<file path="config.mk">
export PLATFORM = sky130hd
export DESIGN_NAME = kick_guard_regs
export DESIGN_NICKNAME = d
export VERILOG_FILES = /design/src/rtl/kick_guard_pkg.sv /design/src/rtl/kick_guard_ctrl.sv /design/src/rtl/kick_guard_datapath.sv /design/src/rtl/kick_guard_regs.sv
export SDC_FILE = /design/constraint.sdc
export NUM_CORES = 1
export LEC_CHECK = 0
export BUFFER_PORTS_ARGS = -buffer_cell sky130_fd_sc_hd__buf_2
export CORE_MARGIN = 1.5
export CORE_UTILIZATION = 45
export CTS_BUF_LIST = sky130_fd_sc_hd__clkbuf_8
export CTS_CLUSTER_DIAMETER = 30
export DETAILED_ROUTE_END_ITERATION = 6
export GPL_TIMING_DRIVEN = 0
export MAX_ROUTING_LAYER = met4
export PLACE_DENSITY = 0.68
export SETUP_SLACK_MARGIN = 0.5
export SLEW_MARGIN = 20
export SYNTH_ARGS = -nofsm -noshare
export SYNTH_HDL_FRONTEND = slang
export SYNTH_SLANG_ARGS = --single-unit
</file>
<file path="constraint.sdc">
create_clock -name clk -period 2.7 [get_ports clk]
set_clock_uncertainty 0.15 [all_clocks]
set_input_delay 0.27 -clock clk [delete_from_list [all_inputs] [get_ports clk]]
set_output_delay 0.27 -clock clk [all_outputs]
set_load 0.01 [all_outputs]
</file>
<file path="src/rtl/kick_guard_pkg.sv">
`timescale 1ns/1ps
package kick_guard_pkg;
  localparam logic [31:0] UNLOCK_KEY_A = 32'h83E7_0B13;
  localparam logic [31:0] UNLOCK_KEY_B = 32'h95A4_F1E0;
  localparam int IDX_W = 4;            // up to 16 scratch words
  localparam int ALARM_BIT = 6;
  localparam int WAKE_BIT  = 7;

  typedef struct packed {
    logic             keyAWr;
    logic             keyBWr;
    logic             scratchWr;
    logic [IDX_W-1:0] scratchIdx;
    logic             intEnWr;
    logic             statusWr;
  } wrStrobes_t;
endpackage

</file>
<file path="src/rtl/kick_guard_ctrl.sv">
`timescale 1ns/1ps
module kick_guard_ctrl
  import kick_guard_pkg::*;
#(
  parameter int ADDR_W = 8,
  parameter int NUM_SCRATCH = 3,
  parameter logic [ADDR_W-1:0] SCRATCH_BASE = 8'h60,
  parameter logic [ADDR_W-1:0] STATUS_ADDR = 8'h44,
  parameter logic [ADDR_W-1:0] INTEN_ADDR = 8'h48
) (
  input  logic              clk,
  input  logic              rstN,
  input  logic [ADDR_W-1:0] busAddr,
  input  logic              busWrite,
  input  logic              busByte,
  input  logic              kickOk,
  output wrStrobes_t        strb
);
  localparam logic [ADDR_W-1:0] KEYA_ADDR = SCRATCH_BASE + ADDR_W'(4 * NUM_SCRATCH);
  localparam logic [ADDR_W-1:0] KEYB_ADDR = KEYA_ADDR + ADDR_W'(4);

  logic aligned;
  logic wordWr;
  logic lane0Wr;
  logic inScratch;
  logic [ADDR_W-1:0] scrOffset;

  assign aligned   = (busAddr[1:0] == 2'b00);
  assign wordWr    = busWrite && !busByte && aligned;
  assign lane0Wr   = busWrite && busByte && aligned;
  assign scrOffset = busAddr - SCRATCH_BASE;
  assign inScratch = (busAddr >= SCRATCH_BASE) && (busAddr < KEYA_ADDR);

  always_comb begin
    strb = '0;
    strb.keyAWr     = wordWr && (busAddr == KEYA_ADDR);
    strb.keyBWr     = wordWr && (busAddr == KEYB_ADDR);
    strb.scratchWr  = wordWr && inScratch && kickOk;
    strb.scratchIdx = IDX_W'(scrOffset >> 2);
    strb.intEnWr    = (wordWr || lane0Wr) && (busAddr == INTEN_ADDR) && kickOk;
    strb.statusWr   = (wordWr || lane0Wr) && (busAddr == STATUS_ADDR) && kickOk;
  end

  AST_LOCKED_DROPS: assert property (@(posedge clk) disable iff (!rstN)
    !kickOk |-> !(strb.scratchWr || strb.intEnWr || strb.statusWr));
  AST_KEY_ALWAYS_OPEN: assert property (@(posedge clk) disable iff (!rstN)
    (busWrite && !busByte && busAddr == KEYA_ADDR) |-> strb.keyAWr);
  AST_ONE_TARGET: assert property (@(posedge clk) disable iff (!rstN)
    $onehot0({strb.keyAWr, strb.keyBWr, strb.scratchWr, strb.intEnWr, strb.statusWr}));
  AST_IDLE_QUIET: assert property (@(posedge clk) disable iff (!rstN)
    !busWrite |-> !(strb.keyAWr || strb.keyBWr || strb.scratchWr));
endmodule

</file>
<file path="src/rtl/kick_guard_datapath.sv">
`timescale 1ns/1ps
module kick_guard_datapath
  import kick_guard_pkg::*;
#(
  parameter int ADDR_W = 8,
  parameter int NUM_SCRATCH = 3,
  parameter int INTEN_W = 8,
  parameter logic [ADDR_W-1:0] SCRATCH_BASE = 8'h60,
  parameter logic [ADDR_W-1:0] STATUS_ADDR = 8'h44,
  parameter logic [ADDR_W-1:0] INTEN_ADDR = 8'h48
) (
  input  logic              clk,
  input  logic              rstN,
  input  wrStrobes_t        strb,
  input  logic [ADDR_W-1:0] busAddr,
  input  logic [31:0]       busWdata,
  input  logic              alarmPulse,
  input  logic              wakePulse,
  output logic              kickOk,
  output logic [31:0]       busRdata
);
  localparam logic [ADDR_W-1:0] KEYA_ADDR = SCRATCH_BASE + ADDR_W'(4 * NUM_SCRATCH);
  localparam logic [ADDR_W-1:0] KEYB_ADDR = KEYA_ADDR + ADDR_W'(4);

  logic [31:0]        keyA;
  logic [31:0]        keyB;
  logic [31:0]        scratch [NUM_SCRATCH];
  logic [INTEN_W-1:0] intEn;
  logic               alarmFlag;
  logic               wakeFlag;
  logic [ADDR_W-1:0]  rdWord;

  always_ff @(posedge clk or negedge rstN) begin
    if (!rstN) begin
      keyA <= '0;
      keyB <= '0;
    end else begin
      if (strb.keyAWr) keyA <= busWdata;
      if (strb.keyBWr) keyB <= busWdata;
    end
  end

  assign kickOk = (keyA == UNLOCK_KEY_A) && (keyB == UNLOCK_KEY_B);

  for (genvar i = 0; i < NUM_SCRATCH; i++) begin : g_scratch
    always_ff @(posedge clk or negedge rstN) begin
      if (!rstN) scratch[i] <= '0;
      else if (strb.scratchWr && strb.scratchIdx == IDX_W'(i)) scratch[i] <= busWdata;
    end
  end

  always_ff @(posedge clk or negedge rstN) begin
    if (!rstN) intEn <= '0;
    else if (strb.intEnWr) intEn <= busWdata[INTEN_W-1:0];
  end

  always_ff @(posedge clk or negedge rstN) begin
    if (!rstN) begin
      alarmFlag <= 1'b0;
      wakeFlag  <= 1'b0;
    end else begin
      alarmFlag <= (alarmFlag && !(strb.statusWr && busWdata[ALARM_BIT])) || alarmPulse;
      wakeFlag  <= (wakeFlag && !(strb.statusWr && busWdata[WAKE_BIT])) || wakePulse;
    end
  end

  assign rdWord = {busAddr[ADDR_W-1:2], 2'b00};

  always_comb begin
    busRdata = '0;
    if (rdWord == STATUS_ADDR) begin
      busRdata[ALARM_BIT] = alarmFlag;
      busRdata[WAKE_BIT]  = wakeFlag;
    end else if (rdWord == INTEN_ADDR) begin
      busRdata[INTEN_W-1:0] = intEn;
    end else if (rdWord == KEYA_ADDR) begin
      busRdata = keyA;
    end else if (rdWord == KEYB_ADDR) begin
      busRdata = keyB;
    end else begin
      for (int i = 0; i < NUM_SCRATCH; i++) begin
        if (rdWord == SCRATCH_BASE + ADDR_W'(4 * i)) busRdata = scratch[i];
      end
    end
  end

  AST_ALARM_SETS: assert property (@(posedge clk) disable iff (!rstN)
    alarmPulse |=> alarmFlag);
  AST_SET_BEATS_CLEAR: assert property (@(posedge clk) disable iff (!rstN)
    (wakePulse && strb.statusWr && busWdata[WAKE_BIT]) |=> wakeFlag);
  AST_NO_SPURIOUS_FLAG: assert property (@(posedge clk) disable iff (!rstN)
    (!alarmPulse && !alarmFlag) |=> !alarmFlag);
  AST_LOCKED_INTEN_HOLD: assert property (@(posedge clk) disable iff (!rstN)
    !kickOk |=> $stable(intEn));
endmodule

</file>
<file path="src/rtl/kick_guard_regs.sv">
`timescale 1ns/1ps
module kick_guard_regs
  import kick_guard_pkg::*;
#(
  parameter int ADDR_W = 8,
  parameter int NUM_SCRATCH = 3,
  parameter int INTEN_W = 8,
  parameter logic [ADDR_W-1:0] SCRATCH_BASE = 8'h60,
  parameter logic [ADDR_W-1:0] STATUS_ADDR = 8'h44,
  parameter logic [ADDR_W-1:0] INTEN_ADDR = 8'h48
) (
  input  logic              clk,
  input  logic              rstN,
  input  logic [ADDR_W-1:0] busAddr,
  input  logic              busWrite,
  input  logic              busByte,
  input  logic [31:0]       busWdata,
  output logic [31:0]       busRdata,
  input  logic              alarmPulse,
  input  logic              wakePulse
);
  wrStrobes_t strb;
  logic       kickOk;

  kick_guard_ctrl #(
    .ADDR_W(ADDR_W), .NUM_SCRATCH(NUM_SCRATCH), .SCRATCH_BASE(SCRATCH_BASE),
    .STATUS_ADDR(STATUS_ADDR), .INTEN_ADDR(INTEN_ADDR)
  ) u_ctrl (
    .clk(clk), .rstN(rstN), .busAddr(busAddr), .busWrite(busWrite),
    .busByte(busByte), .kickOk(kickOk), .strb(strb)
  );

  kick_guard_datapath #(
    .ADDR_W(ADDR_W), .NUM_SCRATCH(NUM_SCRATCH), .INTEN_W(INTEN_W),
    .SCRATCH_BASE(SCRATCH_BASE), .STATUS_ADDR(STATUS_ADDR), .INTEN_ADDR(INTEN_ADDR)
  ) u_dp (
    .clk(clk), .rstN(rstN), .strb(strb), .busAddr(busAddr), .busWdata(busWdata),
    .alarmPulse(alarmPulse), .wakePulse(wakePulse), .kickOk(kickOk), .busRdata(busRdata)
  );
endmodule

</file>
==> results.yml <==
timing:
  finalHoldViolations: 0
  fmax_mhz: 414
  period_needed_ps: 2410
  slew_viol_final: 0
  fin_tns_setup_ps: 0
  holdWs_ps: 177
  rsz0062_at_grt: "true"
  setup_viol_count_final: 0
  tightest_slew_ps: 758
  fin_crit_sh_pct: 89.4
  slew_headroom_pct: 49.5
floorplan:
  die_h_um: 136
  dieArea_um2: 18400
  start_util_pct: 46.1
  boundaryPins: 78
  die_x_um: 136
  rows: 48
  design.core.area_um2: 17200
worst_setup_path:
  critPathCaptureType: "flop"
  crit_path_max_fanout: 10
  crit_type: "flop to flop"
  worstPathArrival_ps: 2620
  critPathRequiredTime_ps: 2910
  reg2reg_setup_slack_ps: 290
  worstSetupStartpointType: "flop"
pwr:
  p_leak_nw: 5.09
  power.density_nw_per_um2: 459
  max-vdd-ir-drop_v: 0.000344
clock_network:
  cts_tree: "done"
  cts_inserted_buffers: 17
  h-tree-depth: 4
  insertion_delay_ps: 470
  cts-root-buf: "clkbuf_8"
  clockBufferDepth: 2
  clkTransAtPathRegs_ps: 90
  cts.sinks: 170
place:
  placed_cell_area_um2: 8640
  dp_hpwl_mm: 13.3
  place.gp.congestion: 0.841
  io_buffers: 77
final_layout:
  drive_gt1_share_pct: 57.0
  fin_nets: 804
  fillers: 1324
  final_cell_mix: "188 x mux2_2, 168 x dfrtp_1, 76 x buf_2"
  ff_latch_area_um2: 4260
  diodes: 0
  utilization_pct: 59.5
  multiInputGateArea_um2: 3830
  final_area_um2: 10300
  syn2layout_area_growth_pct: 29.2
  layout_commonest_cell: "mux2_2"
grt:
  grt_antenna_before_repair: 0
  grt_max_degree: 100
  grt_pass1_wl_mm: 32.5
  grt_overflow: 0
  grt_usage_pct: 24.3
  grt_pass1_vias: 6021
logic_synthesis:
  yosysTopAreaCell: "dfrtp_1"
  synth_cell_types: 40
  synth_fa_ha_area_share_pct: 0
  synth_top_family_by_area: "multiplexers"
  syn_area_um2: 7940
  ys_warn_count: 0
  synth_flop_cell: "dfrtp_1"
  synth.ff_latch_count: 170
  synth.area.mux_share_pct: 28.4
  ys_seq_area_share_pct: 53.6
  synth_area_per_cell_um2: 13.4
  synth_cells: 593
  async_flop_share_pct: 100
  synth_compound_area_share_pct: 8.10
  synth_nets: 639
  synth_xor_xnor_area_share_pct: 0
  synth.area.top_cells: "dfrtp_1 54%, mux2_2 27%, o221ai_1 2.6%, o21ai_0 2.1%, a21oi_1 2.0%"
  synth_edf_count: 0
  synth.top_cell.area_share_pct: 53.6
  synth-simple-area-share_pct: 6.98
detailed_routing:
  routed_via_density: 5.80
  drcViolationCount: 0
  finalWirelength_mm: 21.1
  firstDrtPassIters: 5
  drt_iter0_markers: 467
  final_antenna_net_count: 0
  vias: 5761
  wl_per_cell_um: 21.2
flow_run:
  drv_cap: 0
status:
  status: "finished clean"
worst_hold_path:
  hp-class: "primary input to flop"
-- stage by stage --
| step | setup WS (ps) | power [mW] | cells |
|---|---|---|---|
| after floorplan | 597 | 2.72 | 593 |
| after global placement | -1260 | 2.88 | 895 |
| after detailed placement | -285 | 2.89 | 896 |
| after CTS | 307 | 4.70 | 984 |
| after global routing | 207 | 4.86 | 994 |
| final | 285 | 4.71 | 994 |
-- power breakdown --
part,switching (mW),internal (mW),leakage [nW]
clock network,0.918,0.860,0.197
logic,0.190,0.142,2.54
registers,0.0276,2.57,2.36
total,1.14,3.57,5.09
-- state kept, by name, summed over array words and instances (netlist names) --
name / cells
u_dp.alarmFlag: 1
u_dp.intEn: 8
u_dp.keyA: 32
u_dp.keyB: 32
u_dp.scratch: 96
u_dp.wakeFlag: 1
-- layout make-up --
type	count	area share, %
timing repair buffer	146	11.1
clock buffer	19	2.55
clock inverter	11	1.20
multi-input combinational	384	37.4
sequential	170	41.5
buffer	39	3.59
tap	225	2.74
-- Yosys cell counts, drive strengths merged (3+ instances only) --
| library cell | number |
|---|---|
| nand4 | 7 |
| o221ai | 24 |
| nor2 | 15 |
| nor4b | 5 |
| mux2i | 6 |
| mux2 | 194 |
| dfrtp | 170 |
| nor3 | 3 |
| nand2 | 26 |
| and4bb | 4 |
| a21oi | 32 |
| nand3 | 4 |
| a222oi | 6 |
| clkbuf | 17 |
| and4b | 3 |
| o21ai | 34 |
| buf | 22 |
-- worst max-delay path: stages, from the launching register on --
cell,delay [ps]
dfrtp_1,450
nor4b_2,330
nand4_1,270
nor3_4,260
buf_4,170
nand3_4,80
buf_12,160
buf_12,150
mux2_2,270
-- final timing paths --
kind                                           endpoint                    startpoint  depth (start not counted)
setup / recovery           u_dp.scratch[86]$_DFFE_PN0P_     u_dp.keyA[27]$_DFFE_PN0P_                          8
hold / removal                u_dp.keyA[26]$_DFFE_PN0P_                       busByte                          3
setup reg to reg           u_dp.scratch[86]$_DFFE_PN0P_     u_dp.keyA[27]$_DFFE_PN0P_                          8
hold reg to reg            u_dp.scratch[27]$_DFFE_PN0P_  u_dp.scratch[27]$_DFFE_PN0P_                          1
max in group asynchronous     u_dp.keyB[29]$_DFFE_PN0P_                          rstN                          3
min in group asynchronous  u_dp.scratch[47]$_DFFE_PN0P_                          rstN                          2
-- metal layers --
metal | track usage [%] | vias to the layer above | routed length (µm)
li1 | - | 2549 | -
met1 | 29.6 | 2999 | 8950
met2 | 39.5 | 168 | 10700
met3 | 5.33 | 45 | 875
met4 | 9.38 | 0 | 514
met5 | - | - | 0
-- logic make-up (layout without fill, tap and decap cells) --
kind of cell,count (synthesis),in the layout
flip-flops,170,170
buffers and inverters,39,215
AO/OA/AOI/OAI,102,102
multiplexers,200,200
AND/OR/NAND/NOR,82,82
-- repair_timing --
| item | CTS | global route |
|---|---|---|
| endpoints found under the hold margin | 268 | 0 |
| gates resized for setup | 107 | 73 |
| hold buffers | 35 | 0 |
| pin swaps | 10 | 12 |
| cloned | 3 | 1 |
| setup buffers | 20 | 9 |
| setup endpoints to repair | 166 | 138 |
No activity file was read; power rests on OpenSTA's default activity.
